[config.mk]
export PLATFORM = sky130hd
export DESIGN_NAME = sc_char_tx
export DESIGN_NICKNAME = d
export VERILOG_FILES = /design/src/rtl/sc_tx_pkg.sv /design/src/rtl/sc_tx_shifter.sv /design/src/rtl/sc_tx_ctrl.sv /design/src/rtl/sc_tx_status.sv /design/src/rtl/sc_char_tx.sv
export SDC_FILE = /design/constraint.sdc
export NUM_CORES = 1
export LEC_CHECK = 0
export CAP_MARGIN = 20
export CELL_PAD_IN_SITES_DETAIL_PLACEMENT = 0
export CELL_PAD_IN_SITES_GLOBAL_PLACEMENT = 1
export CORE_MARGIN = 3
export CORE_UTILIZATION = 46
export CTS_BUF_LIST = sky130_fd_sc_hd__clkbuf_16
export CTS_CLUSTER_DIAMETER = 120
export CTS_CLUSTER_SIZE = 20
export DETAILED_ROUTE_END_ITERATION = 10
export DONT_BUFFER_PORTS = 1
export PLACE_DENSITY_LB_ADDON = 0.1
export SLEW_MARGIN = 20
export SYNTH_ARGS = -nofsm -noshare
export SYNTH_HDL_FRONTEND = slang
export SYNTH_HIERARCHICAL = 1
export SYNTH_SLANG_ARGS = --single-unit
[constraint.sdc]
create_clock -name clk -period 3.3 [get_ports clk]
set_input_delay 0.66 -clock clk [delete_from_list [all_inputs] [get_ports clk]]
set_output_delay 0.66 -clock clk [all_outputs]
set_load 0.05 [all_outputs]
[src/rtl/sc_tx_pkg.sv]
package sc_tx_pkg;
  typedef enum logic [1:0] {
    ST_IDLE  = 2'd0,
    ST_SEND  = 2'd1,
    ST_SLOT  = 2'd2,
    ST_GUARD = 2'd3
  } sc_state_e;
endpackage

[src/rtl/sc_tx_shifter.sv]
module sc_tx_shifter #(
  parameter int DW = 8,
  localparam int IW = $clog2(DW + 2)
) (
  input  logic          clk,
  input  logic          rst,
  input  logic          load,
  input  logic [DW-1:0] data_in,
  input  logic [IW-1:0] sel,
  output logic          bit_val
);
  logic [DW-1:0] data_q;
  logic          par;

  always_ff @(posedge clk) begin
    if (rst)       data_q <= '0;
    else if (load) data_q <= data_in;
  end

  assign par = ^data_q;

  // frame position 0 = start, 1..DW = data LSB first, DW+1 = parity
  always_comb begin
    bit_val = par;
    if (sel == '0) bit_val = 1'b0;
    for (int i = 0; i < DW; i++) begin
      if (sel == IW'(i + 1)) bit_val = data_q[i];
    end
  end
endmodule

[src/rtl/sc_tx_ctrl.sv]
module sc_tx_ctrl
  import sc_tx_pkg::*;
#(
  parameter int DW        = 8,
  parameter int GUARD_ETU = 2,
  parameter int MAX_TRIES = 4,
  localparam int IW = $clog2(DW + 2),
  localparam int GW = $clog2(GUARD_ETU + 1),
  localparam int TW = $clog2(MAX_TRIES + 1)
) (
  input  logic          clk,
  input  logic          rst,
  input  logic          etu_tick,
  input  logic          tx_start,
  input  logic          lim_en,
  input  logic          io_in,
  input  logic          next_bit,
  output logic [IW-1:0] next_sel,
  output sc_state_e     state,
  output logic          drive_low,
  output logic          start_acc,
  output logic          ev_err,
  output logic          ev_ok,
  output logic          ev_abort
);
  localparam logic [IW-1:0] LAST = IW'(DW + 1);

  sc_state_e     state_q;
  logic [IW-1:0] idx_q;
  logic [GW-1:0] gcnt_q;
  logic [TW-1:0] tries_q;
  logic          drv_q;
  logic          slot_hit;

  assign start_acc = (state_q == ST_IDLE) && tx_start;
  assign slot_hit  = (state_q == ST_SLOT) && etu_tick;
  assign ev_err    = slot_hit && !io_in;
  assign ev_ok     = slot_hit && io_in;
  assign ev_abort  = ev_err && lim_en && (tries_q == TW'(MAX_TRIES - 1));
  assign next_sel  = idx_q + IW'(1);

  always_ff @(posedge clk) begin
    if (rst) begin
      state_q <= ST_IDLE;
      idx_q   <= '0;
      gcnt_q  <= '0;
      tries_q <= '0;
      drv_q   <= 1'b0;
    end else begin
      case (state_q)
        ST_IDLE: begin
          drv_q <= 1'b0;
          if (tx_start) begin
            state_q <= ST_SEND;
            idx_q   <= '0;
            tries_q <= '0;
            drv_q   <= 1'b1;
          end
        end
        ST_SEND: begin
          if (etu_tick) begin
            if (idx_q == LAST) begin
              state_q <= ST_SLOT;
              drv_q   <= 1'b0;
            end else begin
              idx_q <= next_sel;
              drv_q <= ~next_bit;
            end
          end
        end
        ST_SLOT: begin
          if (etu_tick) begin
            if (ev_abort || ev_ok) begin
              state_q <= ST_IDLE;
            end else begin
              state_q <= ST_GUARD;
              gcnt_q  <= '0;
              if (tries_q != TW'(MAX_TRIES)) tries_q <= tries_q + TW'(1);
            end
          end
        end
        default: begin
          if (etu_tick) begin
            if (gcnt_q == GW'(GUARD_ETU - 1)) begin
              state_q <= ST_SEND;
              idx_q   <= '0;
              drv_q   <= 1'b1;
            end else begin
              gcnt_q <= gcnt_q + GW'(1);
            end
          end
        end
      endcase
    end
  end

  assign state     = state_q;
  assign drive_low = drv_q;
endmodule

[src/rtl/sc_tx_status.sv]
module sc_tx_status (
  input  logic clk,
  input  logic rst,
  input  logic start_acc,
  input  logic ev_err,
  input  logic ev_ok,
  input  logic ev_abort,
  input  logic err_clr,
  input  logic err_ie,
  input  logic tend_ie,
  output logic err_flag,
  output logic tend_flag,
  output logic abort_flag,
  output logic err_irq,
  output logic tend_irq
);
  logic err_d, tend_d, abort_d;

  always_comb begin
    err_d = err_flag;
    if (err_clr && !abort_flag) err_d = 1'b0;
    if (ev_err) err_d = 1'b1;
    tend_d = tend_flag;
    if (start_acc) tend_d = 1'b0;
    if (ev_ok) tend_d = 1'b1;
    abort_d = abort_flag;
    if (start_acc) abort_d = 1'b0;
    if (ev_abort) abort_d = 1'b1;
  end

  always_ff @(posedge clk) begin
    if (rst) begin
      err_flag   <= 1'b0;
      tend_flag  <= 1'b0;
      abort_flag <= 1'b0;
      err_irq    <= 1'b0;
      tend_irq   <= 1'b0;
    end else begin
      err_flag   <= err_d;
      tend_flag  <= tend_d;
      abort_flag <= abort_d;
      err_irq    <= err_d & err_ie;
      tend_irq   <= tend_d & tend_ie;
    end
  end
endmodule

[src/rtl/sc_char_tx.sv]
module sc_char_tx
  import sc_tx_pkg::*;
#(
  parameter int DW        = 8,
  parameter int GUARD_ETU = 2,
  parameter int MAX_TRIES = 4,
  localparam int IW = $clog2(DW + 2)
) (
  input  logic          clk,
  input  logic          rst,
  input  logic          etu_tick,
  input  logic          tx_start,
  input  logic [DW-1:0] tx_data,
  input  logic          lim_en,
  input  logic          err_ie,
  input  logic          tend_ie,
  input  logic          err_clr,
  input  logic          io_in,
  output logic          io_drive_low,
  output logic          busy,
  output logic          err_flag,
  output logic          tend_flag,
  output logic          abort_flag,
  output logic          err_irq,
  output logic          tend_irq
);
  sc_state_e     st;
  logic [IW-1:0] sel;
  logic          nbit, start_acc, ev_err, ev_ok, ev_abort;

  sc_tx_shifter #(.DW(DW)) u_shift (
    .clk(clk), .rst(rst), .load(start_acc), .data_in(tx_data),
    .sel(sel), .bit_val(nbit)
  );

  sc_tx_ctrl #(.DW(DW), .GUARD_ETU(GUARD_ETU), .MAX_TRIES(MAX_TRIES)) u_ctrl (
    .clk(clk), .rst(rst), .etu_tick(etu_tick), .tx_start(tx_start),
    .lim_en(lim_en), .io_in(io_in), .next_bit(nbit), .next_sel(sel),
    .state(st), .drive_low(io_drive_low), .start_acc(start_acc),
    .ev_err(ev_err), .ev_ok(ev_ok), .ev_abort(ev_abort)
  );

  sc_tx_status u_stat (
    .clk(clk), .rst(rst), .start_acc(start_acc), .ev_err(ev_err),
    .ev_ok(ev_ok), .ev_abort(ev_abort), .err_clr(err_clr),
    .err_ie(err_ie), .tend_ie(tend_ie), .err_flag(err_flag),
    .tend_flag(tend_flag), .abort_flag(abort_flag),
    .err_irq(err_irq), .tend_irq(tend_irq)
  );

  assign busy = (st != ST_IDLE);
endmodule

==> reports/qor.txt <==
Primary FF master, synth = dfxtp_1
Die Y = 64.36 µm
met2 Resource Use GR = 29.64%
# hold bufs at CTS = 0
count leader, synth = dfxtp_1
Via density = 5.551
nature of the critical path endpoint = flip-flop
largest cells by area after synthesis = dfxtp_1 32%, ha_1 7.2%, mux2i_1 5.8%
initial antenna violation count = 0
DRC Markers = 0
Final Hold Vio Count = 0
hold depth = 1
register area share after synthesis = 31.95%
grt met3 use = 3.339%
Port Buf Inserts = 0
Starting Density = 49.68%
worst r2r src = u_ctrl/idx_q[1]
EDFF count, synth = 0
Setup violations, final = 0
Synth Register Bits = 25
H-tree levels = 1
area share of the largest cell type after synthesis = 31.95%
Antenna Cells = 0
Achievable Freq = 398.6 MHz
reg-to-reg setup timing slack = 0.79 ns
I/O Pins = 24
CP Class = reg2reg
GRT Residual Overflow = 0
pre-CTS WS = 0.8100 ns
Via Count = 1249
Worst-path clk slew = 0.06 ns
Post-synth top cells = 25 x dfxtp_1, 18 x inv_1, 16 x a21oi_1, 16 x nor2_1
P_leak = 0.6698 nW
setup bufs post-CTS = 0
Final WS setup = 0.7910 ns
final instance area = 1659 µm²
grt met1 use = 21.52%
Detailed Place HPWL = 2435 µm
Post-synth ARST share = 0%
Cell Pwr Density = 622.9 nW/µm²
die width = 64.36 µm
drt total wl = 3148 µm
Critical Path Fanout Max = 10
Die Area = 4142 µm²
arrival time of the worst setup path = 2.69 ns
HP Class = in2reg
run status = complete, no violations
CTS tree = done
total CTS buffers = 3
Worst Setup Start Kind = flip-flop
clock skew = 0.001305 ns
Worst IR Drop VDD = 0.0003634 V
fin crit period = 2.509 ns
final worst-path cycle share = 76.03%
dpl cell area = 1579 µm²
row count = 20
largest area contributor in the netlist = dfxtp_1
syn nets = 211
Clock Tree Buf Depth = 2
Hold Startpoint = rst
core footprint = 3153 µm²
Reg2Reg Depth = 10
Synth-to-Final Area Change = 5.910%
setup TNS = 0 ns
RSZ-0062 raised after global routing = false
clock sinks = 25
fraction of layout cells with a size suffix above 1 = 6.077%
Cells after Synth = 185
vias in the first global route = 1313
clock latency on the worst-skew pair = 0.25 ns
final RePlAce weighted congestion = 0.7961
Worst-Margin Slew = 0.5645 ns
mapped cell area = 1567 µm²
Required @ worst endpoint = 3.48 ns
CTS root buffer = clkbuf_16
Hold Path Sink = u_ctrl/idx_q[3]
Avg Cell Area, Syn = 8.468 µm²
pin count of the biggest net entering global routing = 26
Slew HR = 62.32%
global-route wire length before repair = 5761 µm
busiest layer in global routing = met2
DRT Pass-1 Iters = 4
post-synthesis cell type count = 48
Total GRT Usage = 17.03%
Routed Antenna Nets = 0
nets = 208
Yosys Warn Count = 6
drt first-iter violations = 25
CTS resizes = 0
wire per inst = 13.99 µm
r2r endpoint = u_ctrl/drive_low
maxcap violations = 0
Slew Limit Fails = 0
==> cell type report <==
| type | count | area, µm² |
|---|---|---|
| Fill cell | 324 | 1494 |
| Clock inverter | 1 | 5.005 |
| Sequential cell | 25 | 500.5 |
| Inverter | 18 | 67.56 |
| Multi-Input combinational cell | 134 | 955.9 |
| Clock buffer | 3 | 75.07 |
| Tap cell | 44 | 55.05 |
==> critical path, cell delays in order, from the launching register on <==
cell and delay (ns):
dfxtp_1 0.38, inv_1 0.06, ha_1 0.27, inv_1 0.12, or4b_4 0.59, o32ai_4 0.16, nor4_1 0.10, or3_1 0.37
o21ai_0 0.18, nand2_1 0.07, a31oi_1 0.14
==> logic make-up (layout without fill, tap and decap cells) <==
kind of cell | Yosys count | in the layout | share of synthesized area (%)
adders and majority gates | 9 | 9 | 7.189
DFF | 25 | 25 | 31.95
and+or+nand+nor | 60 | 60 | 22.44
xor gates and xnor gates | 9 | 9 | 5.032
muxes | 9 | 9 | 5.751
AOI/OAI and AO/OA | 47 | 47 | 20.61
buffers and inverters | 26 | 22 | 7.028
==> power breakdown <==
group          switching (mW)  internal, mW
Clock                   0.102         0.163
Sequential             0.0559         0.335
Combinational           0.230         0.147
Total                   0.388         0.645
==> worst max path at each step <==
stage	start	to	slack (ns)	depth (start not counted)
after floorplan	u_ctrl/idx_q[1]	u_ctrl/drive_low	0.95	11
after global placement	u_ctrl/idx_q[1]	u_ctrl/drive_low	0.91	10
after detailed placement	u_ctrl/idx_q[1]	u_ctrl/drive_low	0.81	10
after CTS	u_ctrl/idx_q[1]	u_ctrl/drive_low	0.79	10
after global routing	u_ctrl/idx_q[2]	u_ctrl/drive_low	0.58	9
final	u_ctrl/idx_q[1]	u_ctrl/drive_low	0.79	10
==> registers in the layout (all words and copies together) (netlist names) <==
name	cells
u_stat/err_irq	1
u_ctrl/tries_q	3
u_ctrl/idx_q	4
u_shift/data_q	8
u_stat/abort_flag	1
u_stat/tend_flag	1
u_ctrl/drive_low	1
u_stat/err_flag	1
u_ctrl/gcnt_q	2
u_stat/tend_irq	1
u_ctrl/state	2
==> per-layer routing <==
metal,share of wire (%),vias up
met5,0,-
met4,0.60,0
met3,5.1,2
met2,46,24
met1,49,579
li1,-,644
==> cells in the final DEF, fill, tap and decap left out, types with 2 or more instances in the layout <==
cell	synthesis	final
dfxtp_1	25	25
inv_1	18	18
nor2_1	16	16
a21oi_1	16	16
ha_1	9	9
mux2i_1	9	9
nand2_1	8	8
o21ai_0	7	7
xnor2_1	6	6
nor2b_1	5	5
nor3_1	4	4
a21o_1	4	4
clkbuf_16	0	3
and3_1	3	3
xor2_1	3	3
o2bb2ai_1	3	3
o31ai_1	3	3
nand2b_1	3	3
nand4_1	3	3
nor4_1	2	2
and3b_1	2	2
and2_1	2	2
o2111ai_1	2	2
o32ai_1	2	2
or4_1	2	2
a211oi_1	2	2
==> through the flow <==
stage,utilization (%),instances,hold slack [ns],power [mW]
2_1_floorplan,-,185,0.4537,0.7200
3_3_place_gp,50.08,221,0.4691,0.7697
3_5_place_dp,50.08,221,0.4760,0.7709
4_1_cts,52.62,225,0.4632,1.043
5_1_grt,52.62,225,0.4592,1.118
6_report,52.62,225,0.4705,1.033
Power figures use the tool's default switching activity.
